===== src/rtl/cbus_arb_pkg.sv =====
// Package: cbus_arb_pkg
// Shared helpers for the cascaded bus grant arbiter.
// Assumes: widths are positive; an index width of at least one bit is used
// even when only one function unit exists.
package cbus_arb_pkg;

    // Width of a binary index able to address n items (minimum one bit).
    function automatic int idx_width(input int n);
        return (n > 1) ? $clog2(n) : 1;
    endfunction

endpackage


===== src/rtl/cbus_prio_enc.sv =====
// Module: cbus_prio_enc
// Priority encoder built as a balanced binary tree of select nodes.
// Lowest set bit of req_i wins; found_o says whether any bit was set.
// Assumes: WIDTH >= 1; the vector is padded with zeros to a power of two,
// so depth grows with log2(WIDTH).
module cbus_prio_enc #(
    parameter int WIDTH = 8,
    parameter int IDX_W = cbus_arb_pkg::idx_width(WIDTH)
) (
    input  logic [WIDTH-1:0] req_i,
    output logic [IDX_W-1:0] idx_o,
    output logic             found_o
);
    localparam int LEAVES = 1 << IDX_W;
    localparam int NODES  = 2 * LEAVES;

    // Heap-ordered nodes: 1 is the root, leaves sit at LEAVES..NODES-1.
    logic [NODES-1:0] node_vld;
    logic [IDX_W-1:0] node_idx [NODES];

    // Unused slot 0 tied off so every element has a driver.
    assign node_vld[0] = 1'b0;
    assign node_idx[0] = '0;

    genvar k;
    generate
        for (k = 0; k < LEAVES; k++) begin : g_leaf
            // Leaf: carries its own request bit and fixed position.
            if (k < WIDTH) begin : g_real
                assign node_vld[LEAVES + k] = req_i[k];
            end else begin : g_pad
                assign node_vld[LEAVES + k] = 1'b0;
            end
            assign node_idx[LEAVES + k] = IDX_W'(k);
        end
        for (k = 1; k < LEAVES; k++) begin : g_node
            // Inner node: left child (lower indices) wins when valid.
            assign node_vld[k] = node_vld[2*k] | node_vld[2*k+1];
            assign node_idx[k] = node_vld[2*k] ? node_idx[2*k] : node_idx[2*k+1];
        end
    endgenerate

    // Root feeds the outputs; index forced to zero when nothing is found.
    assign found_o = node_vld[1];
    assign idx_o   = node_vld[1] ? node_idx[1] : '0;

endmodule


===== src/rtl/cbus_onehot_dec.sv =====
// Module: cbus_onehot_dec
// Binary to one-hot decoder with enable. Output is zero when en_i is low
// or when idx_i addresses a position beyond WIDTH.
// Assumes: IDX_W is wide enough to address WIDTH positions.
module cbus_onehot_dec #(
    parameter int WIDTH = 8,
    parameter int IDX_W = cbus_arb_pkg::idx_width(WIDTH)
) (
    input  logic             en_i,
    input  logic [IDX_W-1:0] idx_i,
    output logic [WIDTH-1:0] onehot_o
);
    genvar u;
    generate
        for (u = 0; u < WIDTH; u++) begin : g_bit
            // One comparator per output position.
            assign onehot_o[u] = en_i && (idx_i == IDX_W'(u));
        end
    endgenerate

endmodule


===== src/rtl/cbus_pick_stage.sv =====
// Module: cbus_pick_stage
// One link of the grant chain: encoder and decoder back to back pick the
// best remaining requester, then that unit is cleared from the vector
// handed to the next link.
// Assumes: avail_i already excludes units granted by earlier links.
module cbus_pick_stage #(
    parameter int NUM_FU = 8,
    parameter int IDX_W  = cbus_arb_pkg::idx_width(NUM_FU)
) (
    input  logic [NUM_FU-1:0] avail_i,
    output logic [NUM_FU-1:0] gnt_o,
    output logic [IDX_W-1:0]  idx_o,
    output logic              vld_o,
    output logic [NUM_FU-1:0] avail_o
);
    logic [IDX_W-1:0] win_idx;
    logic             win_found;

    cbus_prio_enc #(
        .WIDTH (NUM_FU),
        .IDX_W (IDX_W)
    ) enc_i (
        .req_i   (avail_i),
        .idx_o   (win_idx),
        .found_o (win_found)
    );

    cbus_onehot_dec #(
        .WIDTH (NUM_FU),
        .IDX_W (IDX_W)
    ) dec_i (
        .en_i     (win_found),
        .idx_i    (win_idx),
        .onehot_o (gnt_o)
    );

    // Results of this link and the masked vector for the next one.
    assign idx_o   = win_idx;
    assign vld_o   = win_found;
    assign avail_o = avail_i & ~gnt_o;

endmodule


===== src/rtl/cbus_grant_arb.sv =====
// Module: cbus_grant_arb
// Grants up to NUM_BUS function units a result bus each per cycle with a
// chain of picker stages; stage b serves bus b. Lower unit index has
// higher priority. All outputs are registered.
// Assumes: synchronous active-low reset; req_i is stable around the edge.
module cbus_grant_arb #(
    parameter int NUM_FU  = 8,
    parameter int NUM_BUS = 3,
    parameter int IDX_W   = cbus_arb_pkg::idx_width(NUM_FU)
) (
    input  logic                       clk,
    input  logic                       rst_n,
    input  logic [NUM_FU-1:0]          req_i,
    output logic [NUM_BUS*NUM_FU-1:0]  bus_gnt_o,
    output logic [NUM_BUS-1:0]         bus_vld_o,
    output logic [NUM_BUS*IDX_W-1:0]   bus_idx_o
);
    localparam int GNT_W = NUM_BUS * NUM_FU;
    localparam int IDXV_W = NUM_BUS * IDX_W;

    // Vector entering each stage; entry NUM_BUS is what is left over.
    logic [NUM_FU-1:0]  avail [NUM_BUS+1];
    logic [GNT_W-1:0]   gnt_nxt;
    logic [NUM_BUS-1:0] vld_nxt;
    logic [IDXV_W-1:0]  idx_nxt;

    assign avail[0] = req_i;

    genvar b;
    generate
        for (b = 0; b < NUM_BUS; b++) begin : g_stage
            cbus_pick_stage #(
                .NUM_FU (NUM_FU),
                .IDX_W  (IDX_W)
            ) stage_i (
                .avail_i (avail[b]),
                .gnt_o   (gnt_nxt[b*NUM_FU +: NUM_FU]),
                .idx_o   (idx_nxt[b*IDX_W +: IDX_W]),
                .vld_o   (vld_nxt[b]),
                .avail_o (avail[b+1])
            );
        end
    endgenerate

    // Output register: clear on reset, otherwise capture this cycle's picks.
    always_ff @(posedge clk) begin
        if (!rst_n) begin
            bus_gnt_o <= '0;
            bus_vld_o <= '0;
            bus_idx_o <= '0;
        end else begin
            bus_gnt_o <= gnt_nxt;
            bus_vld_o <= vld_nxt;
            bus_idx_o <= idx_nxt;
        end
    end

endmodule


===== config.mk =====
export PLATFORM = sky130hd
export DESIGN_NAME = cbus_grant_arb
export DESIGN_NICKNAME = d
export VERILOG_FILES = /design/src/rtl/cbus_arb_pkg.sv /design/src/rtl/cbus_prio_enc.sv /design/src/rtl/cbus_onehot_dec.sv /design/src/rtl/cbus_pick_stage.sv /design/src/rtl/cbus_grant_arb.sv
export SDC_FILE = /design/constraint.sdc
export NUM_CORES = 1
export LEC_CHECK = 0
export BUFFER_PORTS_ARGS = -buffer_cell sky130_fd_sc_hd__buf_2
export CORE_ASPECT_RATIO = 1.5
export CORE_UTILIZATION = 55
export DETAILED_ROUTE_END_ITERATION = 8
export MAX_ROUTING_LAYER = met4
export PLACE_DENSITY = 0.83
export SYNTH_ARGS = -nofsm -noshare
export SYNTH_HDL_FRONTEND = slang
export SYNTH_SLANG_ARGS = --single-unit
export TNS_END_PERCENT = 30

===== constraint.sdc =====
create_clock -name clk -period 4.35 [get_ports clk]
set_input_delay 0.435 -clock clk [delete_from_list [all_inputs] [get_ports clk]]
set_output_delay 0.435 -clock clk [all_outputs]
set_load 0.1 [all_outputs]

==> flow_summary.toml <==
[sta]
fin_ws_ns = 1.77
period_minus_slack_ns = 2.58
grt_setup_unrepaired = "no"
slew-limit-headroom_pct = 62.3
tns_ns = 0
hold_viol = 0
tightest_slew_ns = 0.562
setup_viol = 0
timing.hold.ws_ns = 0.525
finalCritPeriodShare_pct = 59.2
fmax_mhz = 388
drv_slew = 0

[grt]
grt-busiest-layer = "met2"
grt_pass1_vias = 1270
use_met3_pct = 5.73
antenna_found_initial = 0
grt_use_met1_pct = 27.5
met2_usage_pct = 36.9
grt_usage_pct = 23.9
grt_remaining_overflow = 0
grt_max_degree = 25
grt_pass1_wl_um = 5570

[cts]
cts.sinks = 36
cts_setup_buffers = 0
hold_buffers = 0
cts_buffers = 5
cts_max_path_buffers = 2
clk_pin_slew_ns = 0.06
cts_tree = "yes"
cts_root_buf = "clkbuf_8"
cts_resized = 0
htreeDepth = 2

[logic_synthesis]
synth.avg_cell_area_um2 = 8.59
synth-async-reset-ratio_pct = 0
synth_edf_count = 0
yosysWarnings = 0
ys_types = 49
synthTopCellsByCount = "36 x dfxtp_1, 20 x nand2_1, 16 x nor2_1, 11 x clkbuf_1, 10 x o21ai_0"
syn_inst = 194
synth_top_area_cell = "dfxtp_1"
synth_area_um2 = 1670
synth-main-ff-cell = "dfxtp_1"
synth-seq-cells = 36
synth_most_common_cell = "dfxtp_1"
ys_seq_area_share_pct = 43.2
synth_top_area_share_pct = 43.2
synth_area_leaders = "dfxtp_1 43%, nand2_1 4.5%, nor2_1 3.6%"

[floorplanning]
coreArea_um2 = 2880
dieArea_um2 = 3260
io_pins = 46
start_util_pct = 57.8
num_rows = 24
die_w_um = 46.9
die_y_um = 69.4

[routing]
vias = 1472
drt_wl_total_um = 3440
viasPerCell = 5.39
detail_route.wl_per_cell_um = 12.6
ant_nets = 0
drtPass1Iterations = 4
drtIter0Drc = 56
drc_errors = 0

[finish]
nets = 243
fin_cells = 273
drive_gt1_share_pct = 27.8
stdcell_area_um2 = 1990
n_antenna_cell = 0
area.growth.synth_to_final_pct = 19.6
final_util_pct = 69.1

[placed_design]
dpl_worst_slack_ns = 1.49
place_area_um2 = 1890
dp_hpwl_um = 2490
placed_cells = 265
place.gp.congestion = 0.880
port_buffers = 45

[min_path]
min_path_type = "input pin to register"
hold_path_depth = 3

[setup_path]
path_class = "input pin to register"
worst_setup_path_start_kind = "input pin"
worstPathRequired_ns = 4.49
path_max_fanout = 23
cp-end-kind = "register"
cp_data_arrival_time_ns = 2.72

[power]
total_power_mw = 0.886
p_leak_nw = 0.908
peakVddDrop_v = 0.000274
p_per_area_nw_per_um2 = 444

[flow_run]
drv_cap = 0

[outcome]
status = "finished clean"
[area by class of cell]
cell class,instances,area [µm²]
timing repair buffer,46,233
clock inverter,2,35.0
inverter,7,26.3
tap,39,48.8
fill,249,890
multi-input combinational,137,857
sequential,36,721
clock buffer,6,72.6
[sequential cells by signal, indices dropped and copies added (netlist names)]
signal,cells
bus_gnt_o,24
bus_idx_o,9
bus_vld_o,3
[power breakdown]
group	internal (mW)	total, mW	switching [mW]	leakage (nW)
logic	0.0496	0.257	0.208	0.556
clock network	0.170	0.276	0.107	0.0552
registers	0.348	0.352	0.00382	0.296
[cell families after synthesis]
family,after synthesis,share of synthesized area [%]
compound gates,50,23.0
xor+xnor,4,2.10
fa+ha+maj,2,1.20
buf+inv,23,5.78
flops,36,43.2
mux,1,0.601
other cells,1,0.225
simple gates,77,23.8
[per-layer routing]
layer	routed length, µm	share of wire (%)
met2	1760	51
met1	1370	40
met3	209	6.1
met4	97	2.8
met5	0	0
[layout by cell type, fill, tap and decap left out, types with 2 or more instances in the layout]
| cell | instances |
|---|---|
| buf_2 | 45 |
| dfxtp_1 | 36 |
| nand2_1 | 20 |
| nor2_1 | 16 |
| o21ai_0 | 10 |
| a21oi_1 | 9 |
| and2_1 | 8 |
| inv_1 | 7 |
| nor3_1 | 7 |
| clkbuf_8 | 5 |
| o21a_1 | 4 |
| or2_2 | 4 |
| a31oi_1 | 4 |
| and3_1 | 4 |
| a211oi_1 | 3 |
| nor2b_1 | 3 |
| nor3b_1 | 3 |
| xnor2_1 | 3 |
| conb_1 | 3 |
| maj3_1 | 2 |
| or3_1 | 2 |
| a22oi_1 | 2 |
| o21bai_1 | 2 |
| a2111oi_4 | 2 |
| nor3_2 | 2 |
| nand3_1 | 2 |
| a21boi_0 | 2 |
[worst max-delay path, cell delays in order]
cell       delay [ns]
buf_2            0.22
or4_1            0.75
a2111oi_4        0.38
nor3_2           0.16
a2111oi_4        0.37
o211ai_2         0.19
nor2_2           0.15
nor3b_1          0.07
[final timing paths]
kind / from / end
worst max-delay path: req_i[0] / bus_gnt_o[23]
worst min-delay path: req_i[7] / bus_idx_o[8]
No activity file was read; power rests on OpenSTA's default activity.
